File: config.mk
export PLATFORM = sky130hd
export DESIGN_NAME = uart_rx_tagger
export DESIGN_NICKNAME = d
export VERILOG_FILES = /design/src/rtl/uart_rx_pkg.sv /design/src/rtl/rx_sync.sv /design/src/rtl/rx_frame_fsm.sv /design/src/rtl/rx_timeout.sv /design/src/rtl/uart_rx_tagger.sv
export SDC_FILE = /design/constraint.sdc
export NUM_CORES = 1
export LEC_CHECK = 0
export BUFFER_PORTS_ARGS = -buffer_cell sky130_fd_sc_hd__buf_2
export CORE_MARGIN = 3
export CORE_UTILIZATION = 52
export CTS_BUF_LIST = sky130_fd_sc_hd__clkbuf_16
export DETAILED_ROUTE_END_ITERATION = 6
export GPL_TIMING_DRIVEN = 0
export HOLD_SLACK_MARGIN = 0.05
export PLACE_DENSITY = 0.75
export SLEW_MARGIN = 20
export SYNTH_ARGS = -nofsm -noshare
export SYNTH_HDL_FRONTEND = slang
export SYNTH_SLANG_ARGS = --single-unit
File: constraint.sdc
create_clock -name clk -period 1.9 [get_ports clk]
set_input_delay 0.095 -clock clk [delete_from_list [all_inputs] [get_ports clk]]
set_output_delay 0.095 -clock clk [all_outputs]
set_load 0.02 [all_outputs]
File: src/rtl/uart_rx_pkg.sv
package uart_rx_pkg;
  localparam int ENT_W   = 12;
  localparam int ENT_FRM = 8;
  localparam int ENT_PAR = 9;
  localparam int ENT_BRK = 10;
  localparam int ENT_OVR = 11;

  typedef struct packed {
    logic [1:0] wlen;
    logic       par_en;
    logic       par_odd;
    logic       par_stick;
    logic       nine;
  } rx_cfg_t;

  typedef struct packed {
    logic [7:0] data;
    logic       frm;
    logic       par;
    logic       brk;
  } rx_char_t;

  typedef enum logic [2:0] {
    S_IDLE, S_START, S_DATA, S_PAR, S_STOP, S_HOLD
  } rx_state_t;
endpackage

File: src/rtl/rx_sync.sv
module rx_sync #(
  parameter int STAGES = 2
) (
  input  logic clk,
  input  logic rst,
  input  logic rx_in,
  output logic rx_s
);
  logic [STAGES-1:0] sr;

  always_ff @(posedge clk) begin
    if (rst) sr <= '1;
    else     sr <= {sr[STAGES-2:0], rx_in};
  end

  assign rx_s = sr[STAGES-1];
endmodule

File: src/rtl/rx_frame_fsm.sv
module rx_frame_fsm
  import uart_rx_pkg::*;
#(
  parameter int OSR = 16
) (
  input  logic     clk,
  input  logic     rst,
  input  logic     tick,
  input  logic     rx_s,
  input  rx_cfg_t  cfg,
  output logic     busy,
  output logic     done,
  output rx_char_t res
);
  localparam int CW  = $clog2(OSR);
  localparam int MID = OSR / 2;

  rx_state_t      st;
  logic [CW-1:0]  cnt;
  logic [2:0]     bidx;
  logic [2:0]     last;
  logic [7:0]     shreg;
  logic           pbit;
  logic           all_low;
  logic           exp_par;
  logic           at_mid;
  logic           at_bit;

  assign last    = {1'b0, cfg.wlen} + 3'd4;
  assign exp_par = cfg.par_stick ? cfg.par_odd : ((^shreg) ^ cfg.par_odd);
  assign at_mid  = tick && (cnt == CW'(MID - 1));
  assign at_bit  = tick && (cnt == CW'(OSR - 1));
  assign busy    = (st != S_IDLE);

  always_ff @(posedge clk) begin
    if (rst) begin
      st      <= S_IDLE;
      cnt     <= '0;
      bidx    <= '0;
      shreg   <= '0;
      pbit    <= 1'b0;
      all_low <= 1'b0;
      done    <= 1'b0;
      res     <= '0;
    end else begin
      done <= 1'b0;
      unique case (st)
        S_IDLE: begin
          cnt <= '0;
          if (tick && !rx_s) st <= S_START;
        end
        S_START: begin
          if (at_mid) begin
            cnt <= '0;
            if (rx_s) begin
              st <= S_IDLE;
            end else begin
              st      <= S_DATA;
              bidx    <= '0;
              shreg   <= '0;
              pbit    <= 1'b0;
              all_low <= 1'b1;
            end
          end else if (tick) begin
            cnt <= cnt + 1'b1;
          end
        end
        S_DATA: begin
          if (at_bit) begin
            cnt         <= '0;
            shreg[bidx] <= rx_s;
            if (rx_s) all_low <= 1'b0;
            if (bidx == last) st <= (cfg.nine || cfg.par_en) ? S_PAR : S_STOP;
            else              bidx <= bidx + 1'b1;
          end else if (tick) begin
            cnt <= cnt + 1'b1;
          end
        end
        S_PAR: begin
          if (at_bit) begin
            cnt  <= '0;
            pbit <= rx_s;
            if (rx_s) all_low <= 1'b0;
            st <= S_STOP;
          end else if (tick) begin
            cnt <= cnt + 1'b1;
          end
        end
        S_STOP: begin
          if (at_bit) begin
            cnt      <= '0;
            done     <= 1'b1;
            res.data <= shreg;
            res.frm  <= !rx_s;
            res.brk  <= !rx_s && all_low;
            res.par  <= cfg.nine ? pbit : (cfg.par_en && (pbit != exp_par));
            st       <= rx_s ? S_IDLE : S_HOLD;
          end else if (tick) begin
            cnt <= cnt + 1'b1;
          end
        end
        S_HOLD: begin
          if (rx_s) st <= S_IDLE;
        end
        default: st <= S_IDLE;
      endcase
    end
  end


  bit_index_range_chk: assert property (@(posedge clk) disable iff (rst)
    (st == S_DATA) |-> (bidx <= last));


  break_needs_low_stop_chk: assert property (@(posedge clk) disable iff (rst)
    (done && res.brk) |-> (res.frm && res.data == 8'd0));


  hold_until_high_chk: assert property (@(posedge clk) disable iff (rst)
    (st == S_HOLD && !rx_s) |=> (st == S_HOLD));
endmodule

File: src/rtl/rx_timeout.sv
module rx_timeout #(
  parameter int OSR      = 16,
  parameter int TMO_BITS = 32
) (
  input  logic clk,
  input  logic rst,
  input  logic tick,
  input  logic clr,
  output logic evt
);
  localparam int LIMIT = OSR * TMO_BITS;
  localparam int CW    = $clog2(LIMIT + 1);

  logic [CW-1:0] cnt;
  logic          fired;

  always_ff @(posedge clk) begin
    if (rst) begin
      cnt   <= '0;
      fired <= 1'b0;
      evt   <= 1'b0;
    end else begin
      evt <= 1'b0;
      if (clr) begin
        cnt   <= '0;
        fired <= 1'b0;
      end else if (tick && !fired) begin
        if (cnt == CW'(LIMIT - 1)) begin
          evt   <= 1'b1;
          fired <= 1'b1;
          cnt   <= '0;
        end else begin
          cnt <= cnt + 1'b1;
        end
      end
    end
  end


  tmo_count_bound_chk: assert property (@(posedge clk) disable iff (rst)
    cnt < CW'(LIMIT));


  tmo_single_pulse_chk: assert property (@(posedge clk) disable iff (rst)
    evt |=> !evt);
endmodule

File: src/rtl/uart_rx_tagger.sv
module uart_rx_tagger
  import uart_rx_pkg::*;
#(
  parameter int OSR         = 16,
  parameter int TMO_BITS    = 32,
  parameter int SYNC_STAGES = 2
) (
  input  logic        clk,
  input  logic        rst,
  input  logic        rx_in,
  input  logic        tick16,
  input  logic [1:0]  cfg_wlen,
  input  logic        cfg_par_en,
  input  logic        cfg_par_odd,
  input  logic        cfg_par_stick,
  input  logic        cfg_nine,
  input  logic        q_full,
  input  logic        q_nonempty,
  input  logic        q_rd,
  output logic        ent_valid,
  output logic [11:0] ent_data,
  output logic        addr_evt,
  output logic        tmo_evt
);
  rx_cfg_t  cfg;
  rx_char_t ch;
  logic     rx_s;
  logic     busy;
  logic     done;
  logic     ovr_pend;
  logic     tmo_clr;
  logic [7:0] wmask;

  assign cfg     = '{wlen: cfg_wlen, par_en: cfg_par_en, par_odd: cfg_par_odd,
                     par_stick: cfg_par_stick, nine: cfg_nine};
  assign tmo_clr = busy || q_rd || !q_nonempty;
  assign wmask   = 8'hFF >> (2'd3 - cfg_wlen);

  rx_sync #(.STAGES(SYNC_STAGES)) u_sync (
    .clk(clk), .rst(rst), .rx_in(rx_in), .rx_s(rx_s)
  );

  rx_frame_fsm #(.OSR(OSR)) u_fsm (
    .clk(clk), .rst(rst), .tick(tick16), .rx_s(rx_s), .cfg(cfg),
    .busy(busy), .done(done), .res(ch)
  );

  rx_timeout #(.OSR(OSR), .TMO_BITS(TMO_BITS)) u_tmo (
    .clk(clk), .rst(rst), .tick(tick16), .clr(tmo_clr), .evt(tmo_evt)
  );

  always_ff @(posedge clk) begin
    if (rst) begin
      ent_valid <= 1'b0;
      ent_data  <= '0;
      addr_evt  <= 1'b0;
      ovr_pend  <= 1'b0;
    end else begin
      ent_valid <= 1'b0;
      addr_evt  <= 1'b0;
      if (done) begin
        if (q_full) begin
          ovr_pend <= 1'b1;
        end else begin
          ent_valid         <= 1'b1;
          ent_data[7:0]     <= ch.data;
          ent_data[ENT_FRM] <= ch.frm;
          ent_data[ENT_PAR] <= ch.par;
          ent_data[ENT_BRK] <= ch.brk;
          ent_data[ENT_OVR] <= ovr_pend;
          addr_evt          <= cfg_nine && ch.par;
          ovr_pend          <= 1'b0;
        end
      end
    end
  end


  addr_with_entry_chk: assert property (@(posedge clk) disable iff (rst)
    addr_evt |-> (ent_valid && ent_data[ENT_PAR]));


  break_entry_chk: assert property (@(posedge clk) disable iff (rst)
    (ent_valid && ent_data[ENT_BRK]) |-> (ent_data[ENT_FRM] && ent_data[7:0] == 8'd0));


  upper_bits_zero_chk: assert property (@(posedge clk) disable iff (rst)
    ent_valid |-> ((ent_data[7:0] & ~wmask) == 8'd0));


  entry_pulse_chk: assert property (@(posedge clk) disable iff (rst)
    ent_valid |=> !ent_valid);


  quiet_after_reset_chk: assert property (@(posedge clk)
    $past(rst) |-> (!ent_valid && !addr_evt && !tmo_evt));
endmodule

=== Yosys cells after proc, flatten, opt, wreduce, memory -nomap -nowiden ===
Cells that the tools add are included.

* $add $sub $neg: 4
* Multipliers: 0
* Divide/modulo/power cells: 0
* Magnitude comparators: 2
* Eq/ne operators: 21
* Shifts and indexed selects: 0
* Mux-type cells: 43
* Bitwise operators: 5
* Reductions and logical operators: 36

{| class="wikitable"
|+ Operators by type and width
! cell !! number
|-
| 3-bit 2-to-1 mux || 13
|-
| 8-bit 2-to-1 mux || 3
|-
| 3-bit one-hot mux with 6 select lines || 1
|-
| 2-bit by 1-bit != test with 1-bit output (second input constant) || 8
|-
| 8-bit one-hot mux with 2 select lines || 1
|-
| 1-bit 2-to-1 mux || 14
|-
| 4-bit 2-to-1 mux || 3
|-
| 4-bit one-hot mux with 3 select lines || 1
|-
| 10-bit by 1-bit adder with 10-bit output (second input constant) || 1
|-
| 10-bit by 9-bit equality test with 1-bit output (second input constant) || 1
|-
| 10-bit 2-to-1 mux || 1
|-
| 5-bit AND reduction || 2
|-
| 3-bit OR reduction || 3
|-
| 8-bit bitwise mux || 1
|-
| 1-bit logical AND || 8
|-
| 4-bit AND reduction || 2
|-
| 2-bit OR reduction || 4
|-
| 8-bit parity || 1
|-
| 7-bit AND reduction || 1
|-
| 3-bit by 2-bit equality test with 1-bit output (second input constant) || 2
|-
| 3-bit equality test (second input constant) || 2
|-
| 2-bit != test (second input constant) || 3
|-
| 3-bit one-hot mux with 2 select lines || 1
|-
| 2-bit AND reduction || 3
|-
| other kinds (20) || 31
|}

* Register bits: 61
* Bits in latches: 0
* RAM bits: 0
* Bits in read-only memories: 0
* Output and inout bits: 15
* Word-level logic and storage cells: 130
* Memories: 0

=== Logic depth before layout (Yosys ltp) ===
Gate-level depths: netlist (run 1).

* Word-level depth: 7
* Depth in mapped cells: 7
* Depth with buffers taken out: 7

=== Hierarchy ===
A second synthesis (run 1) with hierarchy kept.

* Cell total of the unflattened synthesis: 357
* Area total of the unflattened synthesis: 3,070.4 um2

{| class="wikitable"
|+ Modules (own cells, without submodules)
! module !! instances !! cells each !! area each (um2)
|-
| rx_frame_fsm || 1 || 225 || 1,721.7
|-
| uart_rx_tagger || 1 || 65 || 695.7
|-
| rx_timeout || 1 || 63 || 600.6
|-
| rx_sync || 1 || 4 || 52.6
|}

=== Worst setup path before layout (run 1) ===
OpenSTA, ideal clock, no wires.

* Path type: register -> register
* Start point: register u_fsm.cnt[0]
* End point: register u_fsm.res[1] (netlist name)
* Library setup time: 61 ps
* Arrival time: 1,836 ps
* Path slack: 3 ps
* Stages on the path, launching flop included: 8
* Buffers on the path: 1
* Cell sequence: dfxtp_1 -> ha_1 -> nand4_2 -> or3_1 -> buf_2 -> or4_1 -> a21o_1 -> nand3_2

* Longest elaborated chain between the ends: 3

{| class="wikitable"
|+ Ends and longest elaborated chain
! element !! line !! source
|-
| from (decl) || rx_frame_fsm.sv:19 || <nowiki>logic [CW-1:0] cnt;</nowiki>
|-
| from (signal assigned) || rx_frame_fsm.sv:65 || <nowiki>cnt <= cnt + 1'b1;</nowiki>
|-
| from (signal assigned) || rx_frame_fsm.sv:76 || <nowiki>cnt <= cnt + 1'b1;</nowiki>
|-
| from (signal assigned) || rx_frame_fsm.sv:86 || <nowiki>cnt <= cnt + 1'b1;</nowiki>
|-
| 4-bit equality test || rx_frame_fsm.sv:32 || <nowiki>assign at_bit = tick && (cnt == CW'(OSR - 1));</nowiki>
|-
| 1-bit logical AND || rx_frame_fsm.sv:32 ||
|-
| 2-bit AND reduction (no line) || -- ||
|-
| to (decl) || rx_frame_fsm.sv:13 || <nowiki>output rx_char_t res</nowiki>
|}

No other way between the ends.
A chain may end at the register's enable or synchronous reset.

=== Worst setup path after layout (run 1) ===
* Start point: register u_fsm.cnt[1]
* End point: register u_fsm.res[1] (netlist name)

Same word-level chain as after synthesis.

==> results summary, run 1 <==
VDD sags by at most 498.7 uV. The final number of setup-violating endpoints came out at 0. Setup repair after global routing could not meet its margin everywhere. The biggest cell delay along the critical path is just under 0.5 ns. The share of the cycle needed by the critical path after routing is between 90% and 100%. The worst setup slack after placement is -0.1482 ns. The clock tree from TritonCTS is built. STA classifies the critical path startpoint as a flop. The shortest period the worst path allows is roughly 1.8 ns. On the critical path the largest part of the delay comes from simple AND/OR/NAND/NOR gates. The post-layout worst setup margin is roughly 0.079 ns.

The pre-antenna-repair detailed-routing pass consisted of 4 iterations. The signal on the critical path passes through ha_4 -> nand4_4 -> or3_4 -> or4_1 -> a21o_1 -> nand3_2. Signal routing reaches up to met4. The number of flip-flops and latches in the synthesized netlist came out at 61.

The fraction of final layout cells sized beyond drive strength 1 came out at 16.85%. The count of port buffers added during placement is 27. In this run the worst setup path terminates at u_fsm.res[1]$_SDFFE_PP0P_.

Across the run, the number of max-cap violations was 0. The via density per instance came out at roughly 5.3. After synthesis, the share of flip-flops with an asynchronous set or reset is 0%. The pin count of the biggest net entering global routing came out at 11. The minimum setup slack among reg-to-reg paths came out at slightly below 0.08 ns. The routed wire length came out at 5562 um. The post-synthesis compound-gate area fraction is 13.08%.

The clock buffer count from CTS is 9. The via count of the first global-routing pass was around 2,200. The endpoint identified for the worst register-to-register timing path is u_fsm.res[1]$_SDFFE_PP0P_. The most common flop cell mapped by yosys is sky130_fd_sc_hd__dfxtp_1. The H-tree depth came out at 3. The wire length of the first global-routing pass came out at around 9400 um. In this run the worst setup path begins at u_fsm.cnt[1]$_SDFFE_PP0P_. After detailed placement, the total cell area comes to approximately 0.0029 mm2.

For this configuration, the core starts out at a cell density of ~55%. The total standard cell area after synthesis is roughly 0.0026 mm2. The initial antenna violation count is 0. After synthesis, flip-flops and latches occupy around 46% of the total area. The global routing usage summed across all routing layers came out at roughly a fifth. The post-detailed-route DRC marker count is 0. The critical path is of the flop to flop type. The power density relative to cell area came out at 932.6 mW/mm2. In this run the worst hold path is classified as input pin to flop. The met3 wire length came out at approximately 220 um. The max-slew violation count came out at 0. The antenna diode count is 0. The final antenna-violating net count came out at 0. The net count reported at finish came out at 373. The number of distinct standard cells referenced by the synthesized netlist is 38. The total of warnings raised by yosys came out at 0. Pin placement for this block handled 28 I/O pins. The flow ran to the end, and the final reports show no timing, DRC or antenna violations.

The wire length the detailed router placed on met1 came out at 2553 um. The floorplan die area is 0.005986 mm2. Once layout is done, the placed cells without fillers occupy 0.003253 mm2. The clock latency on the worst-skew pair came out at between 0.3 and 0.4 ns. The synthesized netlist net count came out at 333. Data on the critical path arrives at its endpoint at 2.08 ns.

The met2 wire length is between 2000 and 3000 um. The standard cell core area came out at between 0.004 and 0.005 mm2. The adder-cell share of the synthesized area is under 10%. Synthesis handed over a netlist of approximately 320 instances. The total vias in the final route came out at ~2,300. On the final layout, the worst clock skew is 0.003826 ns. The pin slew with the least headroom to its limit is about 0.66 ns.

Together, buffers and inverters on the worst path number 0. The simple-gate portion of the synthesized area came out at 23.90%. The signed area change from the synthesized netlist to the final layout is 22.82%. The combinational family with the most area after synthesis is simple AND/OR/NAND/NOR gates. The synthesized area per cell came out at about 8.4 um2. The estimated wirelength of the detail-placed design is between 3000 and 4000 um. Dividing the detail-routed wire length by the instance count gives approximately 13 um. The hold violation count in the final report is 0. Along the worst path, the maximum fanout reaches 5. The worst-case reg-to-reg path depth came out at 6.

The number of fillers in the final layout came out at 406. For this run, the top clock speed supported by timing is between 500 and 600 MHz. The count of flip-flops with a built-in enable after synthesis came out at 0. The last weighted congestion value of the routability-driven placer came out at around 0.8. The clock input transition at the sequential cells of the worst setup and hold paths is roughly 0.050 ns. The worst setup path is captured at a flop. The die is roughly 77 um wide. The slowest stage of the critical path belongs to the cell sky130_fd_sc_hd__or4_1. The startpoint of the worst register-to-register path is u_fsm.cnt[1]$_SDFFE_PP0P_. The number of buffers on the longest clock path came out at 2. The total overflow left after global routing is 0. The initialized floorplan defines 25 standard-cell rows. The leakage component of the power came out at roughly 1.3 nW.

The tightest slew margin relative to the limit came out at a little under three fifths. The depth of the critical timing path with buffers and inverters included is 6. The vertical die dimension came out at 77.37 um. The tree is rooted in a sky130_fd_sc_hd__clkbuf_16.

The post-synthesis share of cell area spent on xor and xnor gates is 7.605%. The critical path data required time came out at approximately 2.2 ns. The tree built by TritonCTS fans out to between 60 and 70 sinks.

In this run, the number of DRC markers left after iteration 0 of detailed routing was 95. The share of synthesized area spent on multiplexers is between 4 and 5%.
power breakdown:
part	switching, mW	internal (mW)	total [mW]
combinational	0.0473	0.0297	0.0770
clock	0.541	1.13	1.67
sequential	0.00388	1.29	1.29
cell usage in the layout (no fill, tap or decap), types with 2 or more instances in the layout:
cell	synthesis	layout
sky130_fd_sc_hd__dfxtp_2	0	2
sky130_fd_sc_hd__a21oi_1	34	34
sky130_fd_sc_hd__a31oi_1	3	2
sky130_fd_sc_hd__nor2_2	0	2
sky130_fd_sc_hd__xor2_1	10	10
sky130_fd_sc_hd__nand2b_1	3	3
sky130_fd_sc_hd__mux2i_1	13	13
sky130_fd_sc_hd__dfxtp_1	61	59
sky130_fd_sc_hd__nand3_1	12	12
sky130_fd_sc_hd__xnor2_1	13	13
sky130_fd_sc_hd__nand2_1	42	42
sky130_fd_sc_hd__clkinv_1	0	2
sky130_fd_sc_hd__nor2b_1	7	7
sky130_fd_sc_hd__buf_2	3	29
sky130_fd_sc_hd__a32oi_1	2	2
sky130_fd_sc_hd__clkbuf_1	12	10
sky130_fd_sc_hd__nand4_1	2	2
sky130_fd_sc_hd__and3_1	5	5
sky130_fd_sc_hd__or4_1	2	2
sky130_fd_sc_hd__nor3_1	5	4
sky130_fd_sc_hd__bufinv_16	0	2
sky130_fd_sc_hd__a21o_1	2	2
sky130_fd_sc_hd__clkbuf_2	0	2
sky130_fd_sc_hd__clkinv_2	0	2
sky130_fd_sc_hd__ha_1	3	2
sky130_fd_sc_hd__inv_1	4	5
sky130_fd_sc_hd__o21ai_0	15	15
sky130_fd_sc_hd__buf_4	0	2
sky130_fd_sc_hd__or2_2	3	3
sky130_fd_sc_hd__a22oi_1	2	2
sky130_fd_sc_hd__clkbuf_16	0	9
sky130_fd_sc_hd__nor2_1	44	42
per-stage QoR:
| step | hold WS [ns] | setup TNS [ns] | util [%] | std cells | power [mW] |
|---|---|---|---|---|---|
| detailed placement | 0.2811 | -0.9954 | 59.53 | 411 | 1.387 |
| finish | 0.07257 | 0 | 67.53 | 429 | 3.034 |
| global placement | 0.2771 | -0.8500 | 59.53 | 411 | 1.387 |
| floorplan | 0.1988 | 0 | - | 317 | 1.357 |
| global route | 0.09178 | -0.09551 | 67.53 | 429 | 3.120 |
| CTS | 0.07356 | 0 | 67.01 | 429 | 3.055 |
cell families after synthesis:
logic type,Yosys count
simple gates,135
flops,61
buf+inv,20
mux,13
fa+ha+maj,3
xor+xnor,23
compound gates,62
how the worst min path moves through the flow:
stage | slack, ns | startpoint | to | depth (start not counted)
finish | 0.07 | cfg_nine | addr_evt$_SDFF_PP0_ | 2
global route | 0.09 | cfg_nine | addr_evt$_SDFF_PP0_ | 2
CTS | 0.07 | cfg_nine | addr_evt$_SDFF_PP0_ | 2
detailed placement | 0.28 | rx_in | u_sync.sr[0]$_SDFF_PP1_ | 2
global placement | 0.28 | rx_in | u_sync.sr[0]$_SDFF_PP1_ | 2
floorplan | 0.20 | rx_in | u_sync.sr[0]$_SDFF_PP1_ | 1
worst register-to-register path: stages (launching register included):
cell	delay, ns
sky130_fd_sc_hd__dfxtp_2	0.35
sky130_fd_sc_hd__ha_4	0.16
sky130_fd_sc_hd__nand4_4	0.14
sky130_fd_sc_hd__or3_4	0.40
sky130_fd_sc_hd__or4_1	0.49
sky130_fd_sc_hd__a21o_1	0.18
sky130_fd_sc_hd__nand3_2	0.06
Yosys cell counts, types with 2 or more instances:
master                     count  area share, %
sky130_fd_sc_hd__nor4b_1       2           0.66
sky130_fd_sc_hd__o21ai_0      15            2.8
sky130_fd_sc_hd__xnor2_1      13            4.3
sky130_fd_sc_hd__nand2_1      42            6.0
sky130_fd_sc_hd__nor2_1       44            6.2
sky130_fd_sc_hd__clkbuf_1     12            1.7
sky130_fd_sc_hd__xor2_1       10            3.3
sky130_fd_sc_hd__nand4_1       2           0.47
sky130_fd_sc_hd__ha_1          3            1.4
sky130_fd_sc_hd__nor3_1        5           0.94
sky130_fd_sc_hd__a31oi_1       3           0.71
sky130_fd_sc_hd__inv_1         4           0.57
sky130_fd_sc_hd__nand2b_1      3           0.71
sky130_fd_sc_hd__dfxtp_1      61             46
sky130_fd_sc_hd__a22oi_1       2           0.57
sky130_fd_sc_hd__buf_2         3           0.57
sky130_fd_sc_hd__nand3_1      12            2.3
sky130_fd_sc_hd__or2_2         3           0.71
sky130_fd_sc_hd__nor2b_1       7            1.7
sky130_fd_sc_hd__or4_1         2           0.57
sky130_fd_sc_hd__a21o_1        2           0.57
sky130_fd_sc_hd__a21oi_1      34            6.4
sky130_fd_sc_hd__and3_1        5            1.2
sky130_fd_sc_hd__mux2i_1      13            4.9
sky130_fd_sc_hd__a32oi_1       2           0.66
flip-flops by register name, summed over array words and instances (netlist names):
signal	cells
addr_evt	1
ent_data	12
ent_valid	1
ovr_pend	1
u_fsm.all_low	1
u_fsm.bidx	3
u_fsm.cnt	4
u_fsm.done	1
u_fsm.pbit	1
u_fsm.res	11
u_fsm.shreg	8
u_fsm.st	3
u_sync.sr	2
u_tmo.cnt	10
u_tmo.evt	1
u_tmo.fired	1
layout make-up:
class / count / area [um2] / share of cell area [%]
Multi-Input combinational cell: 236 / 1403 / 43.12
Buffer: 15 / 61.31 / 1.885
Tap cell: 67 / 83.83 / 2.577
Sequential cell: 61 / 1224 / 37.62
Inverter: 4 / 15.01 / 0.4615
Clock buffer: 9 / 225.2 / 6.923
Clock inverter: 7 / 81.33 / 2.500
Timing Repair Buffer: 30 / 160.2 / 4.923
layer usage:
metal  vias up  track usage (%)
li1       1167                -
met4         0            10.32
met3        12            4.756
met2        48            33.59
met1      1030            22.69
met5         -                0
repair_timing:
item	in CTS	in global routing
resized for setup	7	9
hold buffers	1	0
endpoints found under the hold margin	1	0
endpoints found under the setup margin	11	25
buffers inserted	2	0
pin swaps	1	1
No activity file was read; power rests on OpenSTA's default activity.
==> inputs of run 2 (changes only) <==
- CELL_PAD_IN_SITES_DETAIL_PLACEMENT: unset -> 1
- CELL_PAD_IN_SITES_GLOBAL_PLACEMENT: unset -> 2
- CORE_UTILIZATION: 52 -> 31
- PLACE_DENSITY: 0.75 -> unset
- PLACE_DENSITY_LB_ADDON: unset -> 0.1
==> run 2 against run 1 <==
  * Clock skew fell by 0.00055 ns
  * Global-route usage fell by 4.6 points
  * Highest routed layer unchanged
  * Largest power group unchanged
  * Via count barely moved
  * Clock power rose by 9%
  * Largest cell class unchanged
  * Die area rose by 62%
==> results summary, run 2 (synthesis gave the netlist of run 1 again) <==
Traced cell by cell, the critical path runs through ha_4 -> nand4_4 -> or3_4 -> buf_6 -> or4_4 -> a21o_1 -> nand3_2. The estimated wirelength of the detail-placed design came to 4982 um (+28%). The critical-path maximum fanout came out at 4 (-1). The pin slew with the least headroom to its limit is 0.6298 ns (-0.03059 ns).

The post-route standard cell area excluding fillers is 0.003391 mm2 (+4.2%). The via density per instance was 4.804 (-8.7%). The arrival time at the worst endpoint came to 2.14 ns (+0.06 ns). The detailed-route wire length per cell came out at 14.70 um (+13%). The final clock skew came to 0.003275 ns (-0.0005513 ns). The clock buffer count from CTS is 9 (unchanged). The I/O pin total came out at 28 (unchanged). The iteration-0 DRC count of the detailed router is 72 (-24%). The post-detailed-route DRC marker count came to 0 (unchanged). The worst hold slack across all endpoints is 0.1148 ns (+0.04218 ns). The total vias in the final route came out at 2,258 (+0.044%). The tightest slew margin relative to the limit came to 58.01% (+2.4 points). The vertical die dimension is 98.44 um (+27%).

The clock input transition at the sequential cells of the worst setup and hold paths is 0.05 ns (about the same). The power density relative to cell area came out at 941.6 mW/mm2 (+0.97%). The library cell used most frequently in the layout, excluding fill and tap cells, is sky130_fd_sc_hd__dfxtp_1. The sequential cell area came out at 0.001229 mm2 (+0.41%).

The global routing stage identified its most utilized layer as met2. The signed area change from the synthesized netlist to the final layout is 28.01%. The total power draw came to 3.193 mW (+5.2%). The clock sink count is 61 (unchanged). The peak supply drop is 467.1 uV (-6.3%).

The shortest period the worst path allows is 1.875 ns (+0.05363 ns). STA classifies the critical path endpoint as a flop. In the layout the commonest cells are sky130_fd_sc_hd__dfxtp_1, sky130_fd_sc_hd__nand2_1, sky130_fd_sc_hd__nor2_1. The final antenna-violating net count is 0 (unchanged).

The H-tree depth is 3 (unchanged). The achievable frequency came out at 533.4 MHz (-2.9%). The worst hold path begins at cfg_nine. The area of placed instances came to 0.002915 mm2 (+1.7%). The largest registers in the layout are ent_data x12, u_fsm.res x11, u_tmo.cnt x10. The net count reported at finish was 376 (+0.80%). Setup repair after global routing could not meet its margin everywhere.

The critical path data required time is 2.17 ns (about the same). The biggest cell delay along the critical path is 0.46 ns (-0.03 ns). The count of port buffers added during placement came to 27 (unchanged). The floorplan die area came out at 0.009689 mm2 (+62%). The number of fillers in the final layout is 999 (+150%).

The row count came to 33 (+32%). The last weighted congestion value of the routability-driven placer was 0.7671 (-6.4%). The leakage component of the power is 1.312 nW (+2.5%).

The clock latency on the worst-skew pair came out at 0.32 ns (about the same). The final number of setup-violating endpoints was 0 (unchanged). The antenna diode count is 0 (unchanged). The clock tree from TritonCTS is built. The standard cell core area was 0.008258 mm2 (+71%). The global routing usage summed across all routing layers came to 15.11% (-4.6 points).

The met1 track demand over resource was 20.84% (-1.9 points). The wire length of the first global-routing pass came out at 11,620 um (+24%). The initial cell density of the core came out at 32.08% (-23 points). In this run the clock root is driven by a sky130_fd_sc_hd__clkbuf_16. The fraction of final layout cells sized beyond drive strength 1 is 19.18% (+2.3 points). The share of the cycle needed by the critical path after routing came out at 98.68% (+2.8 points). The pin count of the biggest net entering global routing was 11 (unchanged). On the critical path, the stage with the largest delay is an instance of sky130_fd_sc_hd__or4_4. The area occupied by multi-input gates was 0.001425 mm2 (+1.6%). The first-pass iteration count of the detailed router came to 4 (unchanged). The final sum of negative setup slack was 0 ns (unchanged). In this run the worst hold path is classified as input pin to flop.

The routed wire length is 6907 um (+24%). The met3 usage in global routing came out at 3.326% (-1.4 points). The run finished with clean final reports. The hold violation count in the final report came out at 0 (unchanged).

Among cell families on the critical path, the largest total delay comes from simple AND/OR/NAND/NOR gates. The worst register-to-register path begins at u_fsm.cnt[0]$_SDFFE_PP0P_. The met2 track demand over resource is 23.14% (-10 points).

Tracing the worst setup path back leads to its startpoint at u_fsm.cnt[0]$_SDFFE_PP0P_. The top register by number of flip-flops is ent_data. The number of maximum-capacitance violations came to 0 (unchanged). The overall overflow remaining after global route is 0 (unchanged). The total buffers and inverters traversed by the critical path came out at 1 (+1). The max-slew violation count came to 0 (unchanged). STA classifies the critical path startpoint as a flop. The number of buffers on the longest clock path is 2 (unchanged). The critical path in this run is classified as flop to flop.

The flip-flop count of the largest register after layout came to 12 (unchanged). The initial antenna violation count is 0 (unchanged). The horizontal die dimension came out at 98.44 um (+27%). The via count of the first global-routing pass came out at 2,274 (+5.7%).
run 2: power by group:
group / total [mW] / internal (mW) / leakage [nW] / switching, mW
Sequential: 1.29 / 1.28 / 0.494 / 0.00444
Clock: 1.82 / 1.26 / 0.169 / 0.557
Combinational: 0.0847 / 0.0314 / 0.649 / 0.0533
Total: 3.19 / 2.58 / 1.31 / 0.615
run 2: cell type report:
type / instances / area share, %
multi-input cells: 236 / 42.03
plain buffers: 16 / 2.399
well taps: 105 / 3.875
inverters: 4 / 0.4428
repair buffers: 32 / 5.240
clock inverters: 7 / 3.137
flip-flops and latches: 61 / 36.24
clock buffers: 9 / 6.642
run 2: path summary, 6_finish.rpt:
path / depth (start not counted) / slack, ns / endpoint
worst max-delay path: 7 / 0.03 / u_fsm.res[1]$_SDFFE_PP0P_
worst min-delay path: 2 / 0.11 / addr_evt$_SDFF_PP0_
worst max register to register: 7 / 0.03 / u_fsm.res[1]$_SDFFE_PP0P_
worst min register to register: 1 / 0.41 / u_sync.sr[1]$_SDFF_PP1_
run 2: repair_timing:
item	in CTS	in global routing
setup buffers	2	1
resized for setup	15	16
endpoints found under the setup margin	19	15
cloned	0	0
hold buffers	2	0
pin swaps	2	3
endpoints found under the hold margin	2	0
run 2: per-layer routing:
layer | share of wire (%) | vias up
met5 | 0 | -
met4 | 1.5 | 0
met3 | 2.5 | 10
met2 | 45 | 25
met1 | 51 | 1054
li1 | - | 1169
run 2: through the flow:
stage / utilization, % / instances / setup WS (ns)
floorplan: - / 317 / 0.003116
global placement: 35.30 / 449 / -0.2080
detailed placement: 35.30 / 449 / -0.1968
CTS: 40.33 / 469 / 0.02961
global route: 41.06 / 470 / -0.08586
finish: 41.06 / 470 / 0.02506
run 2: worst reg2reg max path, stage by stage (launching register included):
cell and delay, ns:
sky130_fd_sc_hd__dfxtp_2 0.35, sky130_fd_sc_hd__ha_4 0.16, sky130_fd_sc_hd__nand4_4 0.12, sky130_fd_sc_hd__or3_4 0.38
sky130_fd_sc_hd__buf_6 0.13, sky130_fd_sc_hd__or4_4 0.46, sky130_fd_sc_hd__a21o_1 0.17, sky130_fd_sc_hd__nand3_2 0.05
==> inputs of run 3 (changes only) <==
- CORE_UTILIZATION: 31 -> 35
- clock period: 1.9 -> 2 ns (I/O delays scaled with it)
==> run 3 against run 2 <==
  * Combinational power fell by 8.5%
  * Die area fell by 11%
  * Cell count fell by 1.9%
  * Critical path depth unchanged
  * Largest power group unchanged
  * Worst setup slack gained 0.059 ns
  * Final area decreased by 3.6%
  * First-iteration DRC count down 44%
  * Non-clock buffer count shrank 3
==> results summary, run 3 (synthesis gave the netlist of run 1 again) <==
The clock buffer count from CTS is 9 (unchanged). The post-detailed-route DRC marker count is 0 (unchanged). The critical-path maximum fanout is 10 (+6).

The estimated wirelength of the detail-placed design came out at 5003 um (+0.42%). The clock input transition at the sequential cells of the worst setup and hold paths came to 0.05 ns (about the same). From synthesis to final layout, the design area changed by 23.38%. The minimum setup slack among reg-to-reg paths is 0.08 ns (+0.06 ns). The clock latency on the worst-skew pair came out at 0.33 ns (about the same). The final antenna-violating net count came to 0 (unchanged). The peak supply drop was 361.5 uV (-23%). The startpoint of the worst register-to-register path is u_fsm.st[2]$_SDFFE_PP0P_.

The power density relative to cell area came out at 847.5 mW/mm2 (-10%). The standard cell core area is 0.007292 mm2 (-12%). The tightest slew margin relative to the limit came to 60.33% (+2.3 points). The pin slew with the least headroom to its limit came to 0.5951 ns (-0.03473 ns). The worst min-delay path endpoint is addr_evt$_SDFF_PP0_. The critical path data required time is 2.27 ns (+0.10 ns).

The number of buffers on the longest clock path came to 2 (unchanged). In this run the most critical hold path is launched from cfg_nine. The routed wire length came to 6695 um (-3.1%).

Setup repair after global routing could not meet its margin everywhere. The worst setup path is launched from a flop. The final clock skew is 0.007595 ns (+0.004321 ns).

The shortest period the worst path allows came to 1.916 ns (+0.04056 ns). The share of the cycle needed by the critical path after routing is 95.78% (-2.9 points). The overall overflow remaining after global route is 0 (unchanged). The root buffer cell chosen for the clock tree is sky130_fd_sc_hd__clkbuf_16. The max-slew violation count is 0 (unchanged). The number of maximum-capacitance violations came out at 0 (unchanged). The net count reported at finish came out at 373 (-0.80%). The leakage component of the power came to 1.265 nW (-3.6%).

The last weighted congestion value of the routability-driven placer is 0.8077 (+5.3%). The detailed-route wire length per cell was 14.52 um (-1.2%). The worst hold slack across all endpoints came to 0.1006 ns (-0.01420 ns). Leaving out fill and tap cells, the most frequent cell in the layout is sky130_fd_sc_hd__dfxtp_1. The wire length of the first global-routing pass is 11,540 um (-0.71%). The clock tree from TritonCTS is built. The flip-flop count of the largest register after layout came out at 12 (unchanged).

The number of stages on the worst hold path came to 2 (unchanged). The final number of setup-violating endpoints is 0 (unchanged). The iteration-0 DRC count of the detailed router came out at 40 (-44%).

The count of port buffers added during placement came out at 27 (unchanged). The fraction of final layout cells sized beyond drive strength 1 came to 16.30% (-2.9 points). The achievable frequency is 522.1 MHz (-2.1%). The pin count of the biggest net entering global routing was 11 (unchanged). The largest registers in the layout are ent_data x12, u_fsm.res x11, u_tmo.cnt x10. The I/O pin total is 28 (unchanged).

The critical path capture point type is a flop. The setup path with the least slack is of type flop to flop. The top register by number of flip-flops is ent_data. The floorplan die area is 0.008648 mm2 (-11%). The run finished with clean final reports. The worst-case reg-to-reg path depth came out at 7 (unchanged). The post-route standard cell area excluding fillers is 0.003268 mm2 (-3.6%).

The first-pass iteration count of the detailed router was 4 (unchanged). The tightest min-delay check is of the input pin to flop type. The H-tree depth is 3 (unchanged). The antenna diode count is 0 (unchanged). The initial antenna violation count came out at 0 (unchanged). The library cells used most frequently in the layout, excluding fill and tap cells, are sky130_fd_sc_hd__dfxtp_1, sky130_fd_sc_hd__nand2_1, sky130_fd_sc_hd__nor2_1. The global routing usage summed across all routing layers came out at 16.98% (+1.9 points). The row count came to 31 (-6.1%). The total vias in the final route came to 2,291 (+1.5%).

The vertical die dimension is 93.00 um (-5.5%). The worst register-to-register path ends at u_fsm.res[1]$_SDFFE_PP0P_. The horizontal die dimension is 93.00 um (-5.5%). The area of placed instances is 0.002908 mm2 (-0.26%). The post-CTS setup-driven buffer insertion count is 0 (-2). The initial cell density of the core was 36.32% (+4.2 points).

The hold violation count in the final report was 0 (unchanged). The clock sink count is 61 (unchanged). The critical path starts at u_fsm.st[2]$_SDFFE_PP0P_. The arrival time at the worst endpoint came to 2.19 ns (+0.05 ns).

The via count of the first global-routing pass came out at 2,417 (+6.3%). The via density per instance came to 4.970 (+3.4%).
==> run 3: cell count changes in the layout (fill, tap and decap cells not counted), moves of 2 or more <==
cell	change
sky130_fd_sc_hd__buf_2	+3
sky130_fd_sc_hd__buf_4	-4
sky130_fd_sc_hd__bufinv_16	-2
sky130_fd_sc_hd__clkbuf_4	-2
sky130_fd_sc_hd__dfxtp_1	+2
sky130_fd_sc_hd__dfxtp_2	-2
sky130_fd_sc_hd__nor2_1	+2
==> run 3: what timing repair did <==
action / 4_1_cts / 5_1_grt
pin swaps: 1 / 1
setup endpoints to repair: 15 / 20
hold endpoints to repair: 2 / 0
gates resized for setup: 9 / 9
hold buffers: 2 / 0
==> run 3: final cells by class <==
type,count,area [um2]
flip-flops and latches,61,1226
repair buffers,29,155.1
well taps,99,123.9
fillers,903,4024
inverters,4,15.01
clock buffers,9,225.2
clock inverters,7,58.81
plain buffers,16,67.56
multi-input cells,236,1396
==> run 3: critical path, stage by stage (launching register included) <==
cell and delay (ns):
sky130_fd_sc_hd__dfxtp_1 0.30, sky130_fd_sc_hd__buf_2 0.20, sky130_fd_sc_hd__nand2b_1 0.13, sky130_fd_sc_hd__or3_1 0.36, sky130_fd_sc_hd__buf_2 0.17, sky130_fd_sc_hd__or4_1 0.46, sky130_fd_sc_hd__a21o_1 0.17, sky130_fd_sc_hd__nand3_2 0.06
==> run 3: routing by layer <==
metal  share of wire (%)  GRT usage (%)  vias up
li1                    -              -     1166
met4                 1.2          5.372        0
met1                  49          21.43     1087
met2                  47          28.19       29
met3                 2.8          4.586        9
met5                   0              0        -
==> run 3: where the power goes <==
group | internal, mW | leakage [nW] | switching, mW
Combinational | 0.0289 | 0.627 | 0.0487
Clock | 0.944 | 0.145 | 0.525
Sequential | 1.22 | 0.493 | 0.00371
Total | 2.19 | 1.26 | 0.578
==> run 3: worst max path at each step <==
stage                                            to  slack, ns  cells past startpoint
after detailed placement  u_fsm.res[0]$_SDFFE_PP0P_      -0.13                      7
after floorplan           u_fsm.res[1]$_SDFFE_PP0P_       0.10                      7
after global routing      u_fsm.res[1]$_SDFFE_PP0P_     -0.002                      6
final                     u_fsm.res[1]$_SDFFE_PP0P_       0.08                      7
after global placement     u_fsm.st[1]$_SDFFE_PP0P_      -0.07                      7
after CTS                  u_fsm.st[1]$_SDFFE_PP0P_       0.01                      7
==> run 3: stage by stage <==
stage                TNS (ns)  std cells  util (%)  total power [mW]  setup WS [ns]
finish                      0        461     44.82             2.770        0.08450
global route        -0.002135        461     44.82             2.866      -0.002135
floorplan                   0        317         -             1.289         0.1031
global placement      -0.4135        443     39.88             1.323       -0.07252
detailed placement     -1.239        443     39.88             1.324        -0.1315
CTS                         0        461     44.56             2.812        0.01173
